`src/rtl/bsp_pkg.sv`:
```
package bsp_pkg;

    localparam int CTRL_W    = 2;
    localparam int CTRL_PRIV = 0;
    localparam int CTRL_SEL  = 1;

    typedef enum logic [1:0] {
        STK_IDLE = 2'd0,
        STK_PUSH = 2'd1,
        STK_POP  = 2'd2
    } stk_op_e;

    // sel sits in bit 1, priv in bit 0, matching the control layout
    typedef struct packed {
        logic sel;
        logic priv;
    } ctrl_t;

    typedef struct packed {
        logic  handler;
        ctrl_t ctrl;
    } mode_t;

endpackage

```
`src/rtl/bsp_step.sv`:
```
// Address and next-value generation for one word-sized stack access.
module bsp_step #(
    parameter int DW         = 32,
    parameter int STEP_BYTES = 4
) (
    input  logic [DW-1:0]         ptr_i,
    input  bsp_pkg::stk_op_e      op_i,
    output logic [DW-1:0]         addr_o,
    output logic [DW-1:0]         nxt_o
);
    import bsp_pkg::*;

    localparam logic [DW-1:0] STEP = DW'(STEP_BYTES);

    logic [DW-1:0] dec_w;
    logic [DW-1:0] inc_w;

    always_comb begin
        dec_w = ptr_i - STEP;
        inc_w = ptr_i + STEP;
        // full-descending stack: push predecrements, pop reads then increments
        unique case (op_i)
            STK_PUSH: begin
                addr_o = dec_w;
                nxt_o  = dec_w;
            end
            STK_POP: begin
                addr_o = ptr_i;
                nxt_o  = inc_w;
            end
            default: begin
                addr_o = ptr_i;
                nxt_o  = ptr_i;
            end
        endcase
    end

endmodule

```
`src/rtl/bsp_mode_ctl.sv`:
```
// Mode and control-register next state, plus active-bank selection.
module bsp_mode_ctl #(
    parameter int DW           = 32,
    parameter int RET_SP_BIT   = 2,
    parameter int RET_MODE_BIT = 3
) (
    input  bsp_pkg::mode_t          mode_q_i,
    input  logic                    ctrl_wr_i,
    input  logic [bsp_pkg::CTRL_W-1:0] ctrl_wdata_i,
    input  logic                    exc_entry_i,
    input  logic                    exc_return_i,
    input  logic [DW-1:0]           exc_code_i,
    output bsp_pkg::mode_t          mode_d_o,
    output logic                    use_proc_o
);
    import bsp_pkg::*;

    logic ret_taken;
    logic ret_to_thread;

    always_comb begin
        // handler mode overrides the select bit
        use_proc_o    = !mode_q_i.handler && mode_q_i.ctrl.sel;

        ret_taken     = exc_return_i && mode_q_i.handler && !exc_entry_i;
        ret_to_thread = ret_taken && exc_code_i[RET_MODE_BIT];

        mode_d_o = mode_q_i;
        if (ctrl_wr_i) begin
            mode_d_o.ctrl.sel  = ctrl_wdata_i[CTRL_SEL];
            mode_d_o.ctrl.priv = ctrl_wdata_i[CTRL_PRIV];
        end

        if (exc_entry_i) begin
            mode_d_o.handler = 1'b1;
        end else if (ret_to_thread) begin
            mode_d_o.handler  = 1'b0;
            mode_d_o.ctrl.sel = exc_code_i[RET_SP_BIT];
        end
    end

endmodule

```
`src/rtl/bsp_unit.sv`:
```
// Banked stack pointer unit: main and process pointers with one active view.
module bsp_unit #(
    parameter int DW           = 32,
    parameter int STEP_BYTES   = 4,
    parameter int RET_SP_BIT   = 2,
    parameter int RET_MODE_BIT = 3
) (
    input  logic                       clk,
    input  logic                       rst_n,
    input  logic                       boot_vld,
    input  logic [DW-1:0]              boot_word,
    input  logic                       push_req,
    input  logic                       pop_req,
    output logic                       stk_vld,
    output logic [DW-1:0]              stk_addr,
    input  logic                       wr_main,
    input  logic                       wr_proc,
    input  logic [DW-1:0]              wr_data,
    input  logic                       ctrl_wr,
    input  logic [bsp_pkg::CTRL_W-1:0] ctrl_wdata,
    input  logic                       exc_entry,
    input  logic                       exc_return,
    input  logic [DW-1:0]              exc_code,
    output logic [DW-1:0]              sp_active,
    output logic [DW-1:0]              sp_main,
    output logic [DW-1:0]              sp_proc,
    output logic                       in_handler,
    output logic [bsp_pkg::CTRL_W-1:0] ctrl_rd,
    output logic                       proc_active
);
    import bsp_pkg::*;

    localparam int NBANK   = 2;
    localparam int ALIGN_W = $clog2(STEP_BYTES);
    localparam int MAIN_IX = 0;
    localparam int PROC_IX = 1;

    typedef struct packed {
        logic [DW-1:0] main_sp;
        logic [DW-1:0] proc_sp;
        mode_t         mode;
    } state_t;

    state_t st_q, st_d;

    stk_op_e         op;
    logic            use_proc;
    logic [DW-1:0]   act_ptr;
    logic [DW-1:0]   step_addr;
    logic [DW-1:0]   step_nxt;
    mode_t           mode_nxt;
    logic [NBANK-1:0] sw_wr;
    logic [DW-1:0]   wr_aligned;
    logic [DW-1:0]   boot_aligned;

    always_comb begin
        // push has precedence over a simultaneous pop
        if (push_req)     op = STK_PUSH;
        else if (pop_req) op = STK_POP;
        else              op = STK_IDLE;
        sw_wr        = {wr_proc, wr_main};
        wr_aligned   = {wr_data[DW-1:ALIGN_W], {ALIGN_W{1'b0}}};
        boot_aligned = {boot_word[DW-1:ALIGN_W], {ALIGN_W{1'b0}}};
        act_ptr      = use_proc ? st_q.proc_sp : st_q.main_sp;
    end

    bsp_mode_ctl #(
        .DW           (DW),
        .RET_SP_BIT   (RET_SP_BIT),
        .RET_MODE_BIT (RET_MODE_BIT)
    ) mode_i (
        .mode_q_i     (st_q.mode),
        .ctrl_wr_i    (ctrl_wr),
        .ctrl_wdata_i (ctrl_wdata),
        .exc_entry_i  (exc_entry),
        .exc_return_i (exc_return),
        .exc_code_i   (exc_code),
        .mode_d_o     (mode_nxt),
        .use_proc_o   (use_proc)
    );

    bsp_step #(
        .DW         (DW),
        .STEP_BYTES (STEP_BYTES)
    ) step_i (
        .ptr_i  (act_ptr),
        .op_i   (op),
        .addr_o (step_addr),
        .nxt_o  (step_nxt)
    );

    // Per-bank next value: stack op on the active bank, then software write,
    // then (main bank only) the boot load.
    for (genvar b = 0; b < NBANK; b++) begin : bank_g
        logic [DW-1:0] cur;
        logic [DW-1:0] nxt;
        logic          sel_here;
        always_comb begin
            cur      = (b == MAIN_IX) ? st_q.main_sp : st_q.proc_sp;
            sel_here = (b == PROC_IX) ? use_proc : !use_proc;
            nxt      = cur;
            if (op != STK_IDLE && sel_here) nxt = step_nxt;
            if (sw_wr[b])                   nxt = wr_aligned;
        end
    end

    logic [DW-1:0] main_nxt;
    if (1) begin : boot_g
        always_comb begin
            main_nxt = boot_vld ? boot_aligned : bank_g[MAIN_IX].nxt;
        end
    end

    always_comb begin
        st_d         = st_q;
        st_d.main_sp = main_nxt;
        st_d.proc_sp = bank_g[PROC_IX].nxt;
        st_d.mode    = mode_nxt;
    end

    always_ff @(posedge clk) begin
        if (!rst_n) begin
            st_q <= '0;
        end else begin
            st_q <= st_d;
        end
    end

    always_comb begin
        stk_vld     = (op != STK_IDLE);
        stk_addr    = step_addr;
        sp_active   = act_ptr;
        sp_main     = st_q.main_sp;
        sp_proc     = st_q.proc_sp;
        in_handler  = st_q.mode.handler;
        ctrl_rd     = st_q.mode.ctrl;
        proc_active = use_proc;
    end

endmodule

```
`config.mk`:
```
export PLATFORM = sky130hd
export DESIGN_NAME = bsp_unit
export DESIGN_NICKNAME = d
export VERILOG_FILES = /design/src/rtl/bsp_pkg.sv /design/src/rtl/bsp_step.sv /design/src/rtl/bsp_mode_ctl.sv /design/src/rtl/bsp_unit.sv
export SDC_FILE = /design/constraint.sdc
export NUM_CORES = 1
export LEC_CHECK = 0
export BUFFER_PORTS_ARGS = -buffer_cell sky130_fd_sc_hd__buf_2
export CAP_MARGIN = 20
export CORE_ASPECT_RATIO = 1.75
export CORE_MARGIN = 1.5
export CORE_UTILIZATION = 45
export CTS_CLUSTER_DIAMETER = 100
export DETAILED_ROUTE_END_ITERATION = 12
export GPL_TIMING_DRIVEN = 0
export MAX_ROUTING_LAYER = met4
export PLACE_DENSITY = 0.76
export SLEW_MARGIN = 30
export SYNTH_ARGS = -nofsm -noshare
export SYNTH_HDL_FRONTEND = slang
export SYNTH_SLANG_ARGS = --single-unit
export TNS_END_PERCENT = 1
```
`constraint.sdc`:
```
create_clock -name clk -period 2.75 [get_ports clk]
set_clock_uncertainty 0.05 [all_clocks]
set_input_delay 0.275 -clock clk [delete_from_list [all_inputs] [get_ports clk]]
set_output_delay 0.275 -clock clk [all_outputs]
set_load 0.005 [all_outputs]
```
Word level (Yosys, flattened, before mapping)
Cells that the tools add are included.
- $add $sub $neg: 2
- $mul: 0
- divide/modulo/power cells: 0
- order comparisons: 0
- equality and inequality tests: 2
- shifts and indexed selects: 0
- muxes and demuxes: 14
- bitwise operators: 1
- reductions and logical operators: 15
- operators with widths (cell ; number):
    $mux W32 ; 7
    $pmux W32 S2 ; 1
    $add A32 B3 Y32 const B ; 1
    $sub A32 B3 Y32 const B ; 1
    $mux W2 ; 4
    $logic_and A1 B1 Y1 ; 6
    $reduce_bool A2 Y1 ; 3
    $logic_not A1 Y1 ; 3
    $reduce_bool A3 Y1 ; 1
    $reduce_or A3 Y1 ; 1
    $eq A2 B1 Y1 const B ; 1
    $eq A2 B2 Y1 const B ; 1
    $mux W1 ; 2
    $reduce_or A2 Y1 ; 1
    $not A1 Y1 ; 1
- register bits: 67
- latch bits: 0
- memory bits (writable): 0
- bits in read-only memories: 0
- bits of input ports: 108
- word-level logic and storage cells: 41
- memories: 0

Longest topological paths before layout
Gate-level depths: netlist of run 1.
- depth in word-level cells: 8
- depth in mapped cells: 13

Modules after synthesis
A second synthesis of run 1 with hierarchy kept.
- cell total of the unflattened synthesis: 826
- area, all modules: 6062.1 sq um
- by module, submodules not included (module ; instances ; cells each ; area an instance (sq um) ; seq. area each (sq um)):
    bsp_unit ; 1 ; 431 ; 3597.2 ; 1341.3
    bsp_step ; 1 ; 389 ; 2404.8 ; 0.0
    bsp_mode_ctl ; 1 ; 6 ; 60.1 ; 0.0

Worst setup path after synthesis of run 1
No wires, ideal clock.
- kind: flip-flop to flip-flop
- start point: register st_q, in the netlist in_handler
- end point: register st_q, in the netlist sp_main[30]
- setup time: 0.122 ns
- data arrival time: 2.796 ns
- required time: 2.578 ns
- setup slack: -0.218 ns
- cell stages (with the launch flop): 13
- buffers on the path: 1
- clock period less this slack: 2.968 ns
- path through: dfxtp_1 -> nand2b_4 -> buf_8 -> inv_6 -> mux2i_1 -> ha_1 -> inv_1 -> or4_4 -> nor3_4 -> nand4_1 -> xnor2_1 -> a32oi_1 -> o21ai_1
- cells in the longest elaborated chain, start to end: 8
- elaborated cells between the ends (all ways): 12
- ends and longest elaborated chain (element ; line ; source):
    start, declared ; bsp_unit.sv:44 ; state_t st_q, st_d;
    start signal, assigned ; bsp_unit.sv:125 ; st_q <= st_d;
    $logic_not A1 Y1 (*) ; bsp_mode_ctl.sv:23 ; use_proc_o = !mode_q_i.handler && mode_q_i.ctrl.sel;
    $logic_and A1 B1 Y1 (*) ; bsp_mode_ctl.sv:23 ;
    $mux W32 ; bsp_unit.sv:64 ; act_ptr = use_proc ? st_q.proc_sp : st_q.main_sp;
    $add A32 B3 Y32 / $sub A32 B3 Y32 (equally long branches) ; bsp_step.sv:20, bsp_step.sv:19 ;
    $pmux W32 S2 ; bsp_step.sv:22 ; unique case (op_i)
    $mux W32 ; bsp_unit.sv:102 ; if (op != STK_IDLE && sel_here) nxt = step_nxt;
    $mux W32 ; bsp_unit.sv:103 ; if (sw_wr[b]) nxt = wr_aligned;
    $mux W32 ; bsp_unit.sv:110 ; main_nxt = boot_vld ? boot_aligned : bank_g[MAIN_IX].nxt;
Mark *: on every way between the ends. The rest lies on a longest branch, timed or not. The select of a mux whose other input is x is not followed.
A chain may end at the register's enable or synchronous reset.

Worst setup path after layout of run 1
- start point: register st_q, in the netlist in_handler
- end point: output port stk_addr[24]
- cells in the longest elaborated chain, start to end: 5
- ends and longest elaborated chain (element ; line ; source):
    $logic_not A1 Y1 (*) ; bsp_mode_ctl.sv:23 ;
    $logic_and A1 B1 Y1 (*) ; bsp_mode_ctl.sv:23 ;
    $mux W32 (*) ; bsp_unit.sv:64 ;
    $sub A32 B3 Y32 ; bsp_step.sv:19 ; dec_w = ptr_i - STEP;
    $mux W32 (*) ; bsp_step.sv:22 ;
    end, declared ; bsp_unit.sv:15 ; output logic [DW-1:0] stk_addr,
Mark *: on every way between the ends. The rest lies on a longest branch, timed or not.

==> PnR_summary.wiki, run 1 <==
{| class="wikitable"
! Metric !! Value
|-
| Hold-critical path endpoint || sp_proc[5]
|-
| End of the worst register-to-register path || sp_proc[30]
|-
| Final-report hold violation count || 0
|-
| Worst slack after detailed placement || -821 ps
|-
| Number of max-capacitance violations reported || 0
|-
| Most common library cells after synthesis || sky130_fd_sc_hd__nand2_1 (140), sky130_fd_sc_hd__dfxtp_1 (67), sky130_fd_sc_hd__xnor2_1 (64), sky130_fd_sc_hd__o21ai_0 (59), sky130_fd_sc_hd__nor2_1 (55)
|-
| Maximum clock frequency || 312 MHz
|-
| Failing checks || negative setup slack
|-
| Post-route core utilization || 0.629
|-
| Number of port buffers || 205
|-
| Worst skew pair latency || 330 ps
|-
| Number of nets in the finished design || 1127
|-
| All-Layer GR Usage || 0.407
|-
| Delay of the slowest critical-path stage || 560 ps
|-
| Die area || 13500 um^2
|-
| Wire length of the first global-routing pass || 39.6 mm
|-
| Leading post-synthesis cells by cell area || sky130_fd_sc_hd__dfxtp_1 (23%), sky130_fd_sc_hd__xnor2_1 (9.8%), sky130_fd_sc_hd__nand2_1 (9.2%)
|-
| Drt via density || 6.20
|-
| Number of levels the H-tree was split into || 3
|-
| CTS buffer count || 9
|-
| CTS tree || built
|-
| Final critical delay including setup and external delays || 3200 ps
|-
| Gate count after technology mapping || 783
|-
| Leakage dissipation || 3.49 nW
|-
| Synth area leader || sky130_fd_sc_hd__dfxtp_1
|-
| Cell-by-cell trace of the critical path || nand2b_4, inv_8, mux2i_4, ha_4, inv_2, or4_4, nor3_4, nand4_1, xnor2_1, buf_2
|-
| Clock transition at the register clock pins on the worst setup and hold paths after CTS || 60 ps
|-
| Pins over their slew limit || 0
|-
| Classification of the worst-slack hold path || in2reg
|-
| Origin of the worst min-delay path || wr_data[5]
|-
| Num rows || 54
|-
| Worst endpoint data arrival time || 2880 ps
|-
| Critical Path Slowest Stage Cell || sky130_fd_sc_hd__or4_4
|-
| Actual transition at the worst max-transition pin || 800 ps
|-
| Global route overflow || 0
|-
| Die Y || 152 um
|-
| Fraction of layout instances using a drive strength above 1 || 0.341
|-
| Drt wl/cell || 23.0 um
|-
| Setup total negative slack || -13430 ps
|-
| Area share of the leading cell type in the synthesized netlist || 0.234
|-
| Result of the run || complete, but fails checks
|-
| Maximum net fanout on the critical path || 6
|-
| Area of the mapped netlist || 5740 um^2
|-
| Clock Path Buffers || 2
|-
| Number of DRC markers in iteration 0 || 786
|-
| Antenna diode instance count || 0
|-
| Most instantiated library cell after synthesis || sky130_fd_sc_hd__nand2_1
|-
| Filler-free cell count of the finished design || 1189
|-
| Final setup violation count || 68
|-
| Endpoint required time on the critical path || 2420 ps
|-
| Total routed wirelength || 27.3 mm
|-
| Cts-stage hold buffer count || 0
|-
| Number of cells on the worst reg-to-reg path || 12
|-
| Min-Delay Path Depth || 3
|-
| Power density normalized to cell area || 469 nW/um^2
|-
| Total of flip-flops plus latches after synthesis || 67
|-
| Number of detailed-route iterations in the first pass || 6
|-
| Final HPWL from detailed placement || 21.3 mm
|-
| Antenna violations before repair || 0
|-
| Top-level port count || 241
|-
| Average cell area after synthesis || 7.33 um^2
|-
| Total via count in the routed design || 7370
|-
| Final setup slack of the worst path || -452 ps
|-
| Relative area change from synthesis to final layout || 36.3%
|-
| Placeable Area || 12400 um^2
|-
| Crit end category || output port
|-
| Type of the setup path with the least slack || reg2out
|-
| Number of warnings issued by yosys || 0
|-
| Register-to-register setup slack || -400 ps
|-
| VDD IR-drop max || 0.366 mV
|-
| Maximum number of pins on one net before global-route repair || 12
|-
| DR DRC count || 0
|-
| Number of different library cells in the post-synthesis netlist || 72
|-
| Startpoint type of the worst setup path || register
|-
| R2r startpoint || in_handler
|-
| Synthesized net count || 894
|-
| Die boundary width || 88.3 um
|-
| Initial Utilization || 0.461
|-
| Vias in the first global route || 6906
|-
| Post-route fraction of the period consumed by the critical path || 1.16
|-
| Antenna violation net count after detailed routing || 0
|-
| Post-placement cell count || 1156
|-
| RSZ-0062 raised after global routing || true
|-
| TritonCTS sink count || 67
|-
| Clock root buffer master || sky130_fd_sc_hd__clkbuf_16
|-
| Share of flip-flops with an asynchronous set or reset || 0
|-
| Routability congestion estimate || 1.01
|-
| Number of enable-type register cells in the synthesized netlist || 0
|-
| Headroom to the max-slew limit || 0.451
|-
| Primary FF master, synth || sky130_fd_sc_hd__dfxtp_1
|-
| Fraction of the yosys area taken by sequential cells || 0.234
|}
worst max-delay path, delay by kind of cell (launching register included):
family | cells | cell delay (ps)
simple gates | 4 | 1270
mux | 1 | 300
xor+xnor | 1 | 170
fa+ha+maj | 1 | 170
flops | 1 | 340
buf+inv | 3 | 290
placed cells by master (no fill, tap or decap), types with 6 or more instances in the layout:
master                      netlist  layout
sky130_fd_sc_hd__a21o_1           9       9
sky130_fd_sc_hd__a21oi_1         23      23
sky130_fd_sc_hd__a22o_1           7       7
sky130_fd_sc_hd__a22oi_1         31      19
sky130_fd_sc_hd__a22oi_2          1      13
sky130_fd_sc_hd__a31oi_1         11      11
sky130_fd_sc_hd__and2_1          13      12
sky130_fd_sc_hd__and3_1          13      13
sky130_fd_sc_hd__buf_1            7       6
sky130_fd_sc_hd__buf_2            6     208
sky130_fd_sc_hd__buf_4            2      22
sky130_fd_sc_hd__clkbuf_1        31      30
sky130_fd_sc_hd__clkbuf_16        0       9
sky130_fd_sc_hd__dfxtp_1         67      65
sky130_fd_sc_hd__inv_1           26      24
sky130_fd_sc_hd__inv_2            2       6
sky130_fd_sc_hd__mux2i_1         40      20
sky130_fd_sc_hd__mux2i_2          2      16
sky130_fd_sc_hd__mux2i_4          2       8
sky130_fd_sc_hd__nand2_1        140     135
sky130_fd_sc_hd__nand2b_1         6       6
sky130_fd_sc_hd__nand3_1         20      19
sky130_fd_sc_hd__nand4_1         13      13
sky130_fd_sc_hd__nor2_1          55      49
sky130_fd_sc_hd__nor3_1          14      11
sky130_fd_sc_hd__o211ai_1        27      27
sky130_fd_sc_hd__o21ai_0         59      56
sky130_fd_sc_hd__o21ai_1          5       8
sky130_fd_sc_hd__xnor2_1         64      63
flip-flops by register name (all words and copies together), names as in the netlist:
name,cells
sp_main,32
in_handler,1
sp_proc,32
ctrl_rd,2
what timing repair did:
action	CTS	global route
setup buffers	14	4
endpoints found under the setup margin	104	91
pin swaps	18	12
gates resized for setup	56	38
how the worst max path moves through the flow:
stage                          start      endpoint  slack (ps)
after floorplan           in_handler   sp_proc[30]         -10
after global placement    in_handler  stk_addr[25]        -820
after detailed placement  in_handler  stk_addr[25]        -820
after CTS                 in_handler  stk_addr[24]        -460
after global routing      in_handler  stk_addr[24]        -550
final                     in_handler  stk_addr[24]        -450
metal layers:
metal  up-vias  wire length [um]  global-route usage
met5         -                 0                   -
met4         0              2700               0.344
met3       136              1920              0.0493
met2       486             13500               0.653
met1      3462              9170               0.431
li1       3286                 -                   -
logic make-up after synthesis:
family	count (synthesis)	synth area share
AO/OA/AOI/OAI	212	0.247
flip-flops	67	0.234
buffers and inverters	82	0.0630
adder cells (fa/ha/maj)	3	0.00655
multiplexers	46	0.0864
XOR/XNOR	66	0.101
AND/OR/NAND/NOR	307	0.263
layout make-up:
| class | instances | area [um^2] |
|---|---|---|
| buffer | 49 | 243 |
| clock buffer | 11 | 243 |
| clock inverter | 5 | 52.6 |
| fill | 1240 | 4620 |
| inverter | 32 | 128 |
| multi-input combinational | 634 | 4430 |
| sequential | 67 | 1350 |
| tap | 168 | 210 |
| timing repair buffer | 223 | 1160 |
report_power, final:
group	leakage [nW]	switching (mW)	internal, mW
Combinational	2.79	0.789	0.537
Clock	0.145	0.446	0.722
Sequential	0.555	0.133	1.04
Total	3.49	1.37	2.30
per-stage QoR:
stage / cell area (um^2) / hold slack [ps] / power (mW)
2_1_floorplan: 5780 / 334 / 1.83
5_1_grt: 7820 / 124 / 3.78
6_report: 7820 / 115 / 3.67
3_3_place_gp: 7010 / 418 / 2.34
3_5_place_dp: 7010 / 421 / 2.35
4_1_cts: 7660 / 114 / 3.58
No activity file was read; power rests on OpenSTA's default activity.
==> run 2, diff against run 1 <==
--- a/config.mk
+++ b/config.mk
@@ -5,16 +5,17 @@
 export SDC_FILE = /design/constraint.sdc
 export NUM_CORES = 1
 export LEC_CHECK = 0
-export BUFFER_PORTS_ARGS = -buffer_cell sky130_fd_sc_hd__buf_2
 export CAP_MARGIN = 20
 export CORE_ASPECT_RATIO = 1.75
 export CORE_MARGIN = 1.5
-export CORE_UTILIZATION = 45
+export CORE_UTILIZATION = 50
 export CTS_CLUSTER_DIAMETER = 100
 export DETAILED_ROUTE_END_ITERATION = 12
+export DONT_BUFFER_PORTS = 1
 export GPL_TIMING_DRIVEN = 0
+export HOLD_SLACK_MARGIN = 0.12
 export MAX_ROUTING_LAYER = met4
-export PLACE_DENSITY = 0.76
+export PLACE_DENSITY = 0.65
 export SLEW_MARGIN = 30
 export SYNTH_ARGS = -nofsm -noshare
 export SYNTH_HDL_FRONTEND = slang
==> run 2 against run 1 <==
The run still ends with negative setup slack left; routed wire length about the same; via count fell by 6.8%; combinational power shrank 12%; utilization increased by 1.8 points; cell count is 17% lower; critical path depth fell by 1; non-clock buffer count fell by 163; design area shrank 7.5%; sequential power about the same; setup slack gained 1.5 ps; critical endpoint unchanged; largest power group is now sequential cells.
==> PnR_summary.wiki, run 2 (synthesized netlist as in run 1, its figures left out) <==
{| class="wikitable"
! Metric !! Value
|-
| Final setup slack of the worst path || -450 ps
|-
| Total Power || 3.54 mW
|-
| Relative area change from synthesis to final layout || 26.0%
|-
| Critical Path Slowest Stage Cell || sky130_fd_sc_hd__or4_4
|-
| Clock Path Buffers || 2
|-
| Num rows || 51
|-
| Drt via density || 6.94
|-
| Power density normalized to cell area || 491 nW/um^2
|-
| CTS buffer count || 9
|-
| Hold-critical path endpoint || sp_proc[3]
|-
| End of the worst register-to-register path || sp_proc[30]
|-
| Cell area after placement || 5940 um^2
|-
| Startpoint type of the worst setup path || register
|-
| All-Layer GR Usage || 0.455
|-
| Crit end category || output port
|-
| GRT met2 Usage || 0.779
|-
| Most Used Layer, Global Route || met2
|-
| Clock root buffer master || sky130_fd_sc_hd__clkbuf_16
|-
| GR Layer Usage met1 || 0.425
|-
| Failing checks || negative setup slack
|-
| Number of filler instances in the final layout || 1032
|-
| Number of levels the H-tree was split into || 3
|-
| Number of DRC markers in iteration 0 || 624
|-
| Worst endpoint data arrival time || 2880 ps
|-
| Maximum number of pins on one net before global-route repair || 13
|-
| Fraction of layout instances using a drive strength above 1 || 0.162
|-
| Worst skew pair latency || 340 ps
|-
| Post-placement cell count || 915
|-
| Headroom to the max-slew limit || 0.455
|-
| Clock transition at the register clock pins on the worst setup and hold paths after CTS || 60 ps
|-
| Die Y || 145 um
|-
| Maximum clock frequency || 312 MHz
|-
| Global route overflow || 0
|-
| Met3 global-route usage || 0.116
|-
| Worst slack after detailed placement || -868 ps
|-
| Total via count in the routed design || 6866
|-
| Vias in the first global route || 6748
|-
| RSZ-0062 raised after global routing || true
|-
| Final-report hold violation count || 0
|-
| Number of cells on the worst reg-to-reg path || 10
|-
| Number of port buffers || 0
|-
| Cell-by-cell trace of the critical path || nand2b_4, inv_8, mux2i_4, ha_4, inv_2, or4_4, nor3_4, nand4_1, xnor2_2
|-
| Leakage dissipation || 2.76 nW
|-
| Post-route fraction of the period consumed by the critical path || 1.16
|-
| Wire length of the first global-routing pass || 40.2 mm
|-
| Largest delay share family, worst path || simple AND/OR/NAND/NOR gates
|-
| Final setup violation count || 75
|-
| Antenna violation net count after detailed routing || 0
|-
| Number of nets in the finished design || 964
|-
| CTS tree || built
|-
| Die boundary width || 84.0 um
|-
| Register-to-register setup slack || -440 ps
|-
| Min-Delay Path Depth || 3
|-
| Post-route core utilization || 0.647
|-
| Routability congestion estimate || 1.05
|-
| Commonest non-fill, non-tap cells in the layout || sky130_fd_sc_hd__nand2_1 (135), sky130_fd_sc_hd__dfxtp_1 (65), sky130_fd_sc_hd__xnor2_1 (58)
|-
| Classification of the worst-slack hold path || in2reg
|-
| Top-level port count || 241
|-
| Result of the run || complete, but fails checks
|-
| Filler-free cell count of the finished design || 990
|-
| Origin of the worst min-delay path || wr_data[3]
|-
| Number of detailed-route iterations in the first pass || 5
|-
| Antenna diode instance count || 0
|-
| Antenna violations before repair || 0
|-
| Placeable Area || 11200 um^2
|-
| Final HPWL from detailed placement || 21.0 mm
|-
| Drt wl/cell || 27.6 um
|-
| Actual transition at the worst max-transition pin || 794 ps
|-
| Maximum net fanout on the critical path || 7
|-
| Type of the setup path with the least slack || reg2out
|-
| R2r startpoint || in_handler
|-
| Total routed wirelength || 27.3 mm
|-
| Number of buffer and inverter instances along the worst setup path || 2
|-
| VDD IR-drop max || 0.419 mV
|-
| Die area || 12100 um^2
|-
| Endpoint required time on the critical path || 2420 ps
|-
| Final critical delay including setup and external delays || 3200 ps
|-
| Number of max-capacitance violations reported || 0
|-
| Pins over their slew limit || 0
|-
| Most common cell after layout, fill and taps aside || sky130_fd_sc_hd__nand2_1
|-
| TritonCTS sink count || 67
|-
| Final design area excluding fillers || 7230 um^2
|-
| Delay of the slowest critical-path stage || 560 ps
|-
| Initial Utilization || 0.514
|-
| DR DRC count || 0
|}
==> run 2: cell types whose count changed in the layout (fill, tap and decap cells not counted), sizes merged <==
cell	previous run	this run
buf	241	30
clkinv	4	6
clkinvlp	1	0
dlygate4sd3	0	48
inv	31	30
==> run 2: how the worst max path moves through the flow <==
stage,slack (ps),from,to,cells past startpoint
finish,-450,in_handler,stk_addr[24],9
global route,-550,in_handler,sp_proc[30],10
CTS,-510,in_handler,stk_addr[24],9
detailed placement,-870,in_handler,sp_main[25],11
global placement,-850,ctrl_rd[1],sp_main[6],10
floorplan,-10,in_handler,sp_proc[30],12
==> run 2: routing by layer <==
metal	up-vias	part of all wire
met5	-	0
met4	0	0.11
met3	156	0.097
met2	530	0.48
met1	3222	0.31
li1	2958	-
==> run 2: worst register-to-register path, cell delays in order, from the launching register on <==
cell and delay, ps:
sky130_fd_sc_hd__dfxtp_4 380, sky130_fd_sc_hd__nand2b_4 250, sky130_fd_sc_hd__buf_6 230, sky130_fd_sc_hd__buf_6 220
sky130_fd_sc_hd__mux2i_2 360, sky130_fd_sc_hd__nand4_1 230, sky130_fd_sc_hd__nor3_2 290, sky130_fd_sc_hd__nand2_1 120
sky130_fd_sc_hd__or4_1 440, sky130_fd_sc_hd__a32oi_2 390, sky130_fd_sc_hd__o21ai_1 110
==> run 2: final cells by class <==
type | instances | area (um^2) | area share
Buffer | 49 | 243 | 0.0336
Clock buffer | 11 | 243 | 0.0336
Clock inverter | 5 | 61.3 | 0.00848
Inverter | 32 | 129 | 0.0178
Multi-Input combinational cell | 634 | 4470 | 0.618
Sequential cell | 67 | 1350 | 0.186
Tap cell | 132 | 165 | 0.0229
Timing Repair Buffer | 60 | 571 | 0.0789
==> run 2: through the flow <==
stage / hold WS [ps] / TNS (ps)
6_report: 122 / -17640
5_1_grt: 142 / -24150
4_1_cts: 123 / -17220
3_5_place_dp: 338 / -35840
3_3_place_gp: 337 / -34220
2_1_floorplan: 334 / -24.2
==> run 2: repair_timing <==
item / CTS / global route
cloned: 0 / 0
pin swaps: 17 / 11
gates resized for setup: 64 / 29
endpoints found under the setup margin: 103 / 95
hold endpoints to repair: 47 / 0
hold buffers: 48 / 0
buffers inserted: 7 / 5
==> run 2: where the power goes <==
| part | total, mW | switching (mW) | internal, mW | leakage (nW) |
|---|---|---|---|---|
| clock network | 1.18 | 0.453 | 0.732 | 0.150 |
| logic | 1.17 | 0.731 | 0.441 | 2.06 |
| registers | 1.19 | 0.150 | 1.04 | 0.555 |
| total | 3.54 | 1.33 | 2.21 | 2.76 |
